===== config.mk =====
export PLATFORM = sky130hd
export DESIGN_NAME = spi_boot_loader
export DESIGN_NICKNAME = d
export VERILOG_FILES = /design/src/rtl/spi_boot_pkg.sv /design/src/rtl/spi_boot_sync.sv /design/src/rtl/spi_boot_shift.sv /design/src/rtl/spi_boot_ctrl.sv /design/src/rtl/spi_boot_loader.sv
export SDC_FILE = /design/constraint.sdc
export NUM_CORES = 1
export LEC_CHECK = 0
export BUFFER_PORTS_ARGS = -buffer_cell sky130_fd_sc_hd__buf_2
export CAP_MARGIN = 40
export CORE_MARGIN = 2
export CORE_UTILIZATION = 51
export DETAILED_ROUTE_END_ITERATION = 7
export PLACE_DENSITY = 0.82
export SYNTH_ARGS = -nofsm -noshare
export SYNTH_HDL_FRONTEND = slang
export SYNTH_SLANG_ARGS = --single-unit

===== constraint.sdc =====
create_clock -name clk -period 1.8 [get_ports clk]
set_input_delay 0.27 -clock clk [delete_from_list [all_inputs] [get_ports clk]]
set_output_delay 0.27 -clock clk [all_outputs]
set_load 0.02 [all_outputs]

===== src/rtl/spi_boot_pkg.sv =====
package spi_boot_pkg;

  typedef enum logic [1:0] {
    BM_FLASH = 2'b00,
    BM_SPI   = 2'b01,
    BM_OTHER = 2'b10
  } boot_mode_e;

  typedef enum logic [2:0] {
    ST_SETTLE = 3'd0,
    ST_ARMED  = 3'd1,
    ST_RECV   = 3'd2,
    ST_DONE   = 3'd3,
    ST_PARKED = 3'd4
  } ldr_state_e;

  // strap[2] = bit6, strap[1] = bit5, strap[0] = bit4
  function automatic boot_mode_e decode_strap(input logic [2:0] s);
    if (s == 3'b010)       return BM_SPI;
    else if (s[2:1] == 2'b00) return BM_FLASH;
    else                   return BM_OTHER;
  endfunction

  // shift in one bit, least significant bit first
  function automatic logic [7:0] lsb_shift(input logic [7:0] acc, input logic b);
    return {b, acc[7:1]};
  endfunction

  function automatic logic slot_free(input int unsigned used, input int unsigned depth);
    return used < depth;
  endfunction

endpackage


===== src/rtl/spi_boot_sync.sv =====
module spi_boot_sync #(
  parameter int unsigned W = 1,
  parameter logic [W-1:0] RST_VAL = '0
) (
  input  logic         clk,
  input  logic         rst_n,
  input  logic [W-1:0] d,
  output logic [W-1:0] q,
  output logic [W-1:0] rise,
  output logic [W-1:0] fall
);
  logic [W-1:0] s1, s2, prev;

  always_ff @(posedge clk or negedge rst_n) begin
    if (!rst_n) begin
      s1   <= RST_VAL;
      s2   <= RST_VAL;
      prev <= RST_VAL;
    end else begin
      s1   <= d;
      s2   <= s1;
      prev <= s2;
    end
  end

  assign q    = s2;
  assign rise = s2 & ~prev;
  assign fall = ~s2 & prev;
endmodule


===== src/rtl/spi_boot_shift.sv =====
module spi_boot_shift
  import spi_boot_pkg::*;
(
  input  logic       clk,
  input  logic       rst_n,
  input  logic       clear,
  input  logic       shift_en,
  input  logic       din,
  output logic       byte_valid,
  output logic [7:0] byte_data
);
  logic [7:0] acc;
  logic [2:0] nbits;

  always_ff @(posedge clk or negedge rst_n) begin
    if (!rst_n) begin
      acc   <= '0;
      nbits <= '0;
    end else if (clear) begin
      nbits <= '0;
    end else if (shift_en) begin
      acc   <= lsb_shift(acc, din);
      nbits <= nbits + 3'd1;
    end
  end

  assign byte_valid = shift_en && !clear && (nbits == 3'd7);
  assign byte_data  = lsb_shift(acc, din);
endmodule


===== src/rtl/spi_boot_ctrl.sv =====
module spi_boot_ctrl
  import spi_boot_pkg::*;
#(
  parameter int unsigned DEPTH         = 4096,
  parameter int unsigned SETTLE_CYCLES = 100000,
  parameter int unsigned ENTRY_ADDR    = 0,
  localparam int unsigned AW = $clog2(DEPTH),
  localparam int unsigned CW = AW + 1,
  localparam int unsigned SW = $clog2(SETTLE_CYCLES + 2)
) (
  input  logic          clk,
  input  logic          rst_n,
  input  logic [2:0]    strap,
  input  logic          cs_rise,
  input  logic          cs_fall,
  input  logic          byte_valid,
  input  logic [7:0]    byte_data,
  output logic          shift_clear,
  output logic          in_recv,
  output logic          ram_we,
  output logic [AW-1:0] ram_addr,
  output logic [7:0]    ram_wdata,
  output logic          boot_done,
  output logic [1:0]    boot_mode,
  output logic [AW-1:0] boot_entry,
  output logic          img_overflow,
  output logic          settled,
  output logic          strap_locked
);
  ldr_state_e state;
  boot_mode_e mode_q;
  logic [SW-1:0] settle_cnt;
  logic [CW-1:0] byte_cnt;
  logic          room;

  assign settled     = (settle_cnt == SW'(SETTLE_CYCLES));
  assign room        = slot_free(32'(byte_cnt), DEPTH);
  assign in_recv     = (state == ST_RECV);
  assign shift_clear = (state != ST_RECV);
  assign boot_mode   = mode_q;

  // strap latch and settle window
  always_ff @(posedge clk or negedge rst_n) begin
    if (!rst_n) begin
      mode_q       <= BM_FLASH;
      strap_locked <= 1'b0;
      settle_cnt   <= '0;
    end else begin
      if (!strap_locked) begin
        mode_q       <= decode_strap(strap);
        strap_locked <= 1'b1;
      end
      if (!settled) settle_cnt <= settle_cnt + SW'(1);
    end
  end

  // framing and RAM write
  always_ff @(posedge clk or negedge rst_n) begin
    if (!rst_n) begin
      state        <= ST_SETTLE;
      ram_we       <= 1'b0;
      ram_addr     <= '0;
      ram_wdata    <= '0;
      boot_done    <= 1'b0;
      boot_entry   <= '0;
      img_overflow <= 1'b0;
      byte_cnt     <= '0;
    end else begin
      ram_we <= 1'b0;
      unique case (state)
        ST_SETTLE: begin
          if (settled && strap_locked)
            state <= (mode_q == BM_SPI) ? ST_ARMED : ST_PARKED;
        end
        ST_ARMED: begin
          if (cs_fall) state <= ST_RECV;
        end
        ST_RECV: begin
          if (cs_rise) begin
            state      <= ST_DONE;
            boot_done  <= 1'b1;
            boot_entry <= AW'(ENTRY_ADDR);
          end else if (byte_valid) begin
            if (room && !img_overflow) begin
              ram_we    <= 1'b1;
              ram_addr  <= byte_cnt[AW-1:0];
              ram_wdata <= byte_data;
              byte_cnt  <= byte_cnt + CW'(1);
            end else begin
              img_overflow <= 1'b1;
            end
          end
        end
        ST_DONE:   state <= ST_DONE;
        ST_PARKED: state <= ST_PARKED;
        default:   state <= ST_PARKED;
      endcase
    end
  end
endmodule


===== src/rtl/spi_boot_loader.sv =====
module spi_boot_loader
  import spi_boot_pkg::*;
#(
  parameter int unsigned DEPTH         = 4096,
  parameter int unsigned SETTLE_CYCLES = 100000,
  parameter int unsigned ENTRY_ADDR    = 0,
  localparam int unsigned AW = $clog2(DEPTH)
) (
  input  logic          clk,
  input  logic          rst_n,
  input  logic [2:0]    strap,
  input  logic          spi_sclk,
  input  logic          spi_cs_n,
  input  logic          spi_mosi,
  output logic          ram_we,
  output logic [AW-1:0] ram_addr,
  output logic [7:0]    ram_wdata,
  output logic          boot_done,
  output logic [1:0]    boot_mode,
  output logic [AW-1:0] boot_entry,
  output logic          img_overflow
);
  // named internal events, visible to the bound checker
  logic [2:0] pin_q, pin_rise, pin_fall;
  logic       cs_rise, cs_fall, sclk_rise, mosi_q;
  logic       shift_clear, in_recv, shift_en;
  logic       byte_valid;
  logic [7:0] byte_data;
  logic       settled, strap_locked;

  // {cs_n, sclk, mosi}; chip select resets high
  spi_boot_sync #(.W(3), .RST_VAL(3'b100)) u_sync (
    .clk  (clk),
    .rst_n(rst_n),
    .d    ({spi_cs_n, spi_sclk, spi_mosi}),
    .q    (pin_q),
    .rise (pin_rise),
    .fall (pin_fall)
  );

  assign cs_rise   = pin_rise[2];
  assign cs_fall   = pin_fall[2];
  assign sclk_rise = pin_rise[1];
  assign mosi_q    = pin_q[0];
  assign shift_en  = in_recv && sclk_rise;

  spi_boot_shift u_shift (
    .clk       (clk),
    .rst_n     (rst_n),
    .clear     (shift_clear),
    .shift_en  (shift_en),
    .din       (mosi_q),
    .byte_valid(byte_valid),
    .byte_data (byte_data)
  );

  spi_boot_ctrl #(
    .DEPTH        (DEPTH),
    .SETTLE_CYCLES(SETTLE_CYCLES),
    .ENTRY_ADDR   (ENTRY_ADDR)
  ) u_ctrl (
    .clk         (clk),
    .rst_n       (rst_n),
    .strap       (strap),
    .cs_rise     (cs_rise),
    .cs_fall     (cs_fall),
    .byte_valid  (byte_valid),
    .byte_data   (byte_data),
    .shift_clear (shift_clear),
    .in_recv     (in_recv),
    .ram_we      (ram_we),
    .ram_addr    (ram_addr),
    .ram_wdata   (ram_wdata),
    .boot_done   (boot_done),
    .boot_mode   (boot_mode),
    .boot_entry  (boot_entry),
    .img_overflow(img_overflow),
    .settled     (settled),
    .strap_locked(strap_locked)
  );
endmodule


==> results.md <==
* Pwr/cell area at 817 mW/mm^2
* CTS Sinks at 77
* Crit path launch type: flop
* H-Tree Depth at 3
* CP endpoint kind: flop
* Drt initial violations at 106
* WL/cell at 13.4 um
* CTS root buf: clkbuf_8
* Port buffer count at 32
* Worst-Skew Late Latency at 350 ps
* Die height at 83.7 um
* Top-area cell type share of the netlist area at 57.1%
* Max-slew violations at 0
* Initial DRT Pass Iterations at 4
* Status: finished clean
* Async SR Flop Fraction at 100%
* Global-route wire length before repair at 9880 um
* CTS tree: yes
* Core Footprint at 0.00624 sq mm
* Cts bufs inserted at 9
* Antenna Cells at 0
* Die ar. at 0.00701 sq mm
* Detail Placement HPWL at 3900 um
* DR DRC count at 0
* CP max stage delay at 370 ps
* Avg Cell Area, Syn at 11.1 sq um
* Worst Path Arrival at 1900 ps
* Fin nets at 358
* Most frequent cells after synthesis: 75 x nand2_1, 74 x dfrtp_1, 18 x xnor2_1
* Worst-path clk slew at 80 ps
* Final core utilization at 60.9%
* Clk buf depth at 2
* Max cap viols at 0
* Total wire length at 5730 um
* Initial Util at 51.9%
* Placer Congestion at 0.793
* RSZ-0062 raised after global routing: yes
* Vias in the first global route at 2,159
* I/O pin count at 45
* Count leader, synth: nand2_1
* Worst Path Required at 2030 ps
* Final setup fails at 0
* Fmax at 596 MHz
* Synth warn at 0
* Pwr Total at 0.00311 W
* Area grow syn2layout at 17.3%
* Main area contributors after synthesis: dfrtp_1 57%, nand2_1 8.7%, xnor2_1 4.9%
* DRT antenna net count at 0
* Leak at 2.03 nW
* CP Class: flop to flop
* Die width at 83.7 um
* Share of cells above drive strength 1 at 23.1%
* Cell variety after synth at 40
* Post-Syn Area at 0.00324 sq mm
* Register area share after synthesis at 59.6%
* CP Max Fanout at 16
* GRT Total Usage at 17.7%
* Ys flop type: dfrtp_1
* Final Cycle Share at 93.1%
* Number of antenna violations at the first check in global routing at 0
* Synth area leader: dfrtp_1
* Final hold vios at 0
* Final Critical Period at 1680 ps
* Site Rows at 29
* Post-Syn Instances at 293
* Critical-path cell list: ha_2 > ha_1 > and3b_2 > nand4_4 > inv_4 > buf_8 > nand2_1 > xnor2_2
* Top delay family on crit path: simple AND/OR/NAND/NOR gates
* Clock Skew at 10.9 ps
* Hold Path Class: input port to flop
* Critical-path top delay cell: dfrtp_1
* Via density at 5.17
* Via count at 2,208
* Buffers & Inverters on Critical Path at 2
* Gr ovfl total at 0
* Largest net degree at the start of global routing at 45
* Maximum VDD drop at 0.736 mV
* Register bit total from synthesis at 77
* Worst reg-to-reg setup slack at 120 ps
* Number of flops mapped to enable cells by yosys at 0
-- layer usage --
metal | global-route usage (%) | part of all wire, %
met1 | 23.4 | 45
met2 | 27.4 | 49
met5 | 0 | 0
met4 | 4.99 | 1.1
met3 | 6.73 | 5.3
-- state kept, by name (all words and copies together) (netlist names), 7 cells and up --
signal,count
u_ctrl.byte_cnt,13
u_ctrl.ram_addr,12
u_ctrl.ram_wdata,8
u_ctrl.settle_cnt,17
u_shift.acc,7
-- cells in the final DEF (no fill, tap or decap), types with 3 or more instances in the layout --
| cell | count |
|---|---|
| conb_1 | 13 |
| clkbuf_8 | 9 |
| nand3_1 | 8 |
| ha_1 | 4 |
| nor4bb_1 | 3 |
| dfrtp_1 | 74 |
| xor2_1 | 10 |
| buf_4 | 12 |
| o21ai_0 | 4 |
| dfstp_2 | 3 |
| buf_2 | 31 |
| nand4_1 | 6 |
| mux2_2 | 7 |
| nor2_1 | 15 |
| xnor2_1 | 17 |
| nand2b_1 | 4 |
| nand2_1 | 75 |
| and4_1 | 4 |
| inv_1 | 9 |
| and2_1 | 3 |
-- cell type report --
class / instances / area, sq um
multi-input cells: 199 / 1220
inverters: 10 / 40.0
fillers: 495 / 2440
well taps: 77 / 96.3
flip-flops and latches: 77 / 1930
clock inverters: 5 / 58.8
clock buffers: 11 / 131
repair buffers: 48 / 320
-- where the power goes --
group	switching [W]	internal [W]
combinational	0.0000716	0.0000228
clock	0.000615	0.000644
sequential	0.00000901	0.00174
-- metrics by stage --
stage / hold slack [ps] / instance area (sq um) / worst slack (ps) / std cells / TNS [ps]
after floorplan: -25.6 / 3280 / 133 / 304 / 0
after global placement: 240 / 3490 / 55.7 / 403 / 0
after detailed placement: 239 / 3490 / -58.1 / 403 / -114
after CTS: 5.72 / 3710 / 7.29 / 421 / 0
after global routing: 2.45 / 3800 / -16.5 / 427 / -18.9
final: 18.4 / 3800 / 123 / 427 / 0
-- kinds of logic after synthesis --
kind of cell	synth area share (%)
simple gates	20.0
flops	59.6
xor+xnor	7.56
buf+inv	4.94
compound gates	2.74
mux	3.05
fa+ha+maj	1.93
other cells	0.232
-- timing repair --
item / CTS / global route
hold endpoints to repair: 31 / 0
resized for setup: 3 / 10
hold buffers: 2 / 0
setup endpoints to repair: 2 / 12
pin swaps: 0 / 4
setup buffers: 0 / 6
-- final timing paths --
kind | from | endpoint | cells past startpoint
setup / recovery | u_shift.nbits[0]$_DFFE_PN0P_ | u_ctrl.byte_cnt[2]$_DFFE_PN0P_ | 8
hold / removal | spi_cs_n | u_sync.s1[2]$_DFF_PN1_ | 1
setup reg to reg | u_shift.nbits[0]$_DFFE_PN0P_ | u_ctrl.byte_cnt[2]$_DFFE_PN0P_ | 8
hold reg to reg | u_sync.s1[1]$_DFF_PN0_ | u_sync.q[1]$_DFF_PN0_ | 0
max in group asynchronous | rst_n | u_ctrl.byte_cnt[2]$_DFFE_PN0P_ | 3
min in group asynchronous | rst_n | u_ctrl.settle_cnt[4]$_DFFE_PN0P_ | 2
Note: power is estimated with default switching activity, not from simulation.
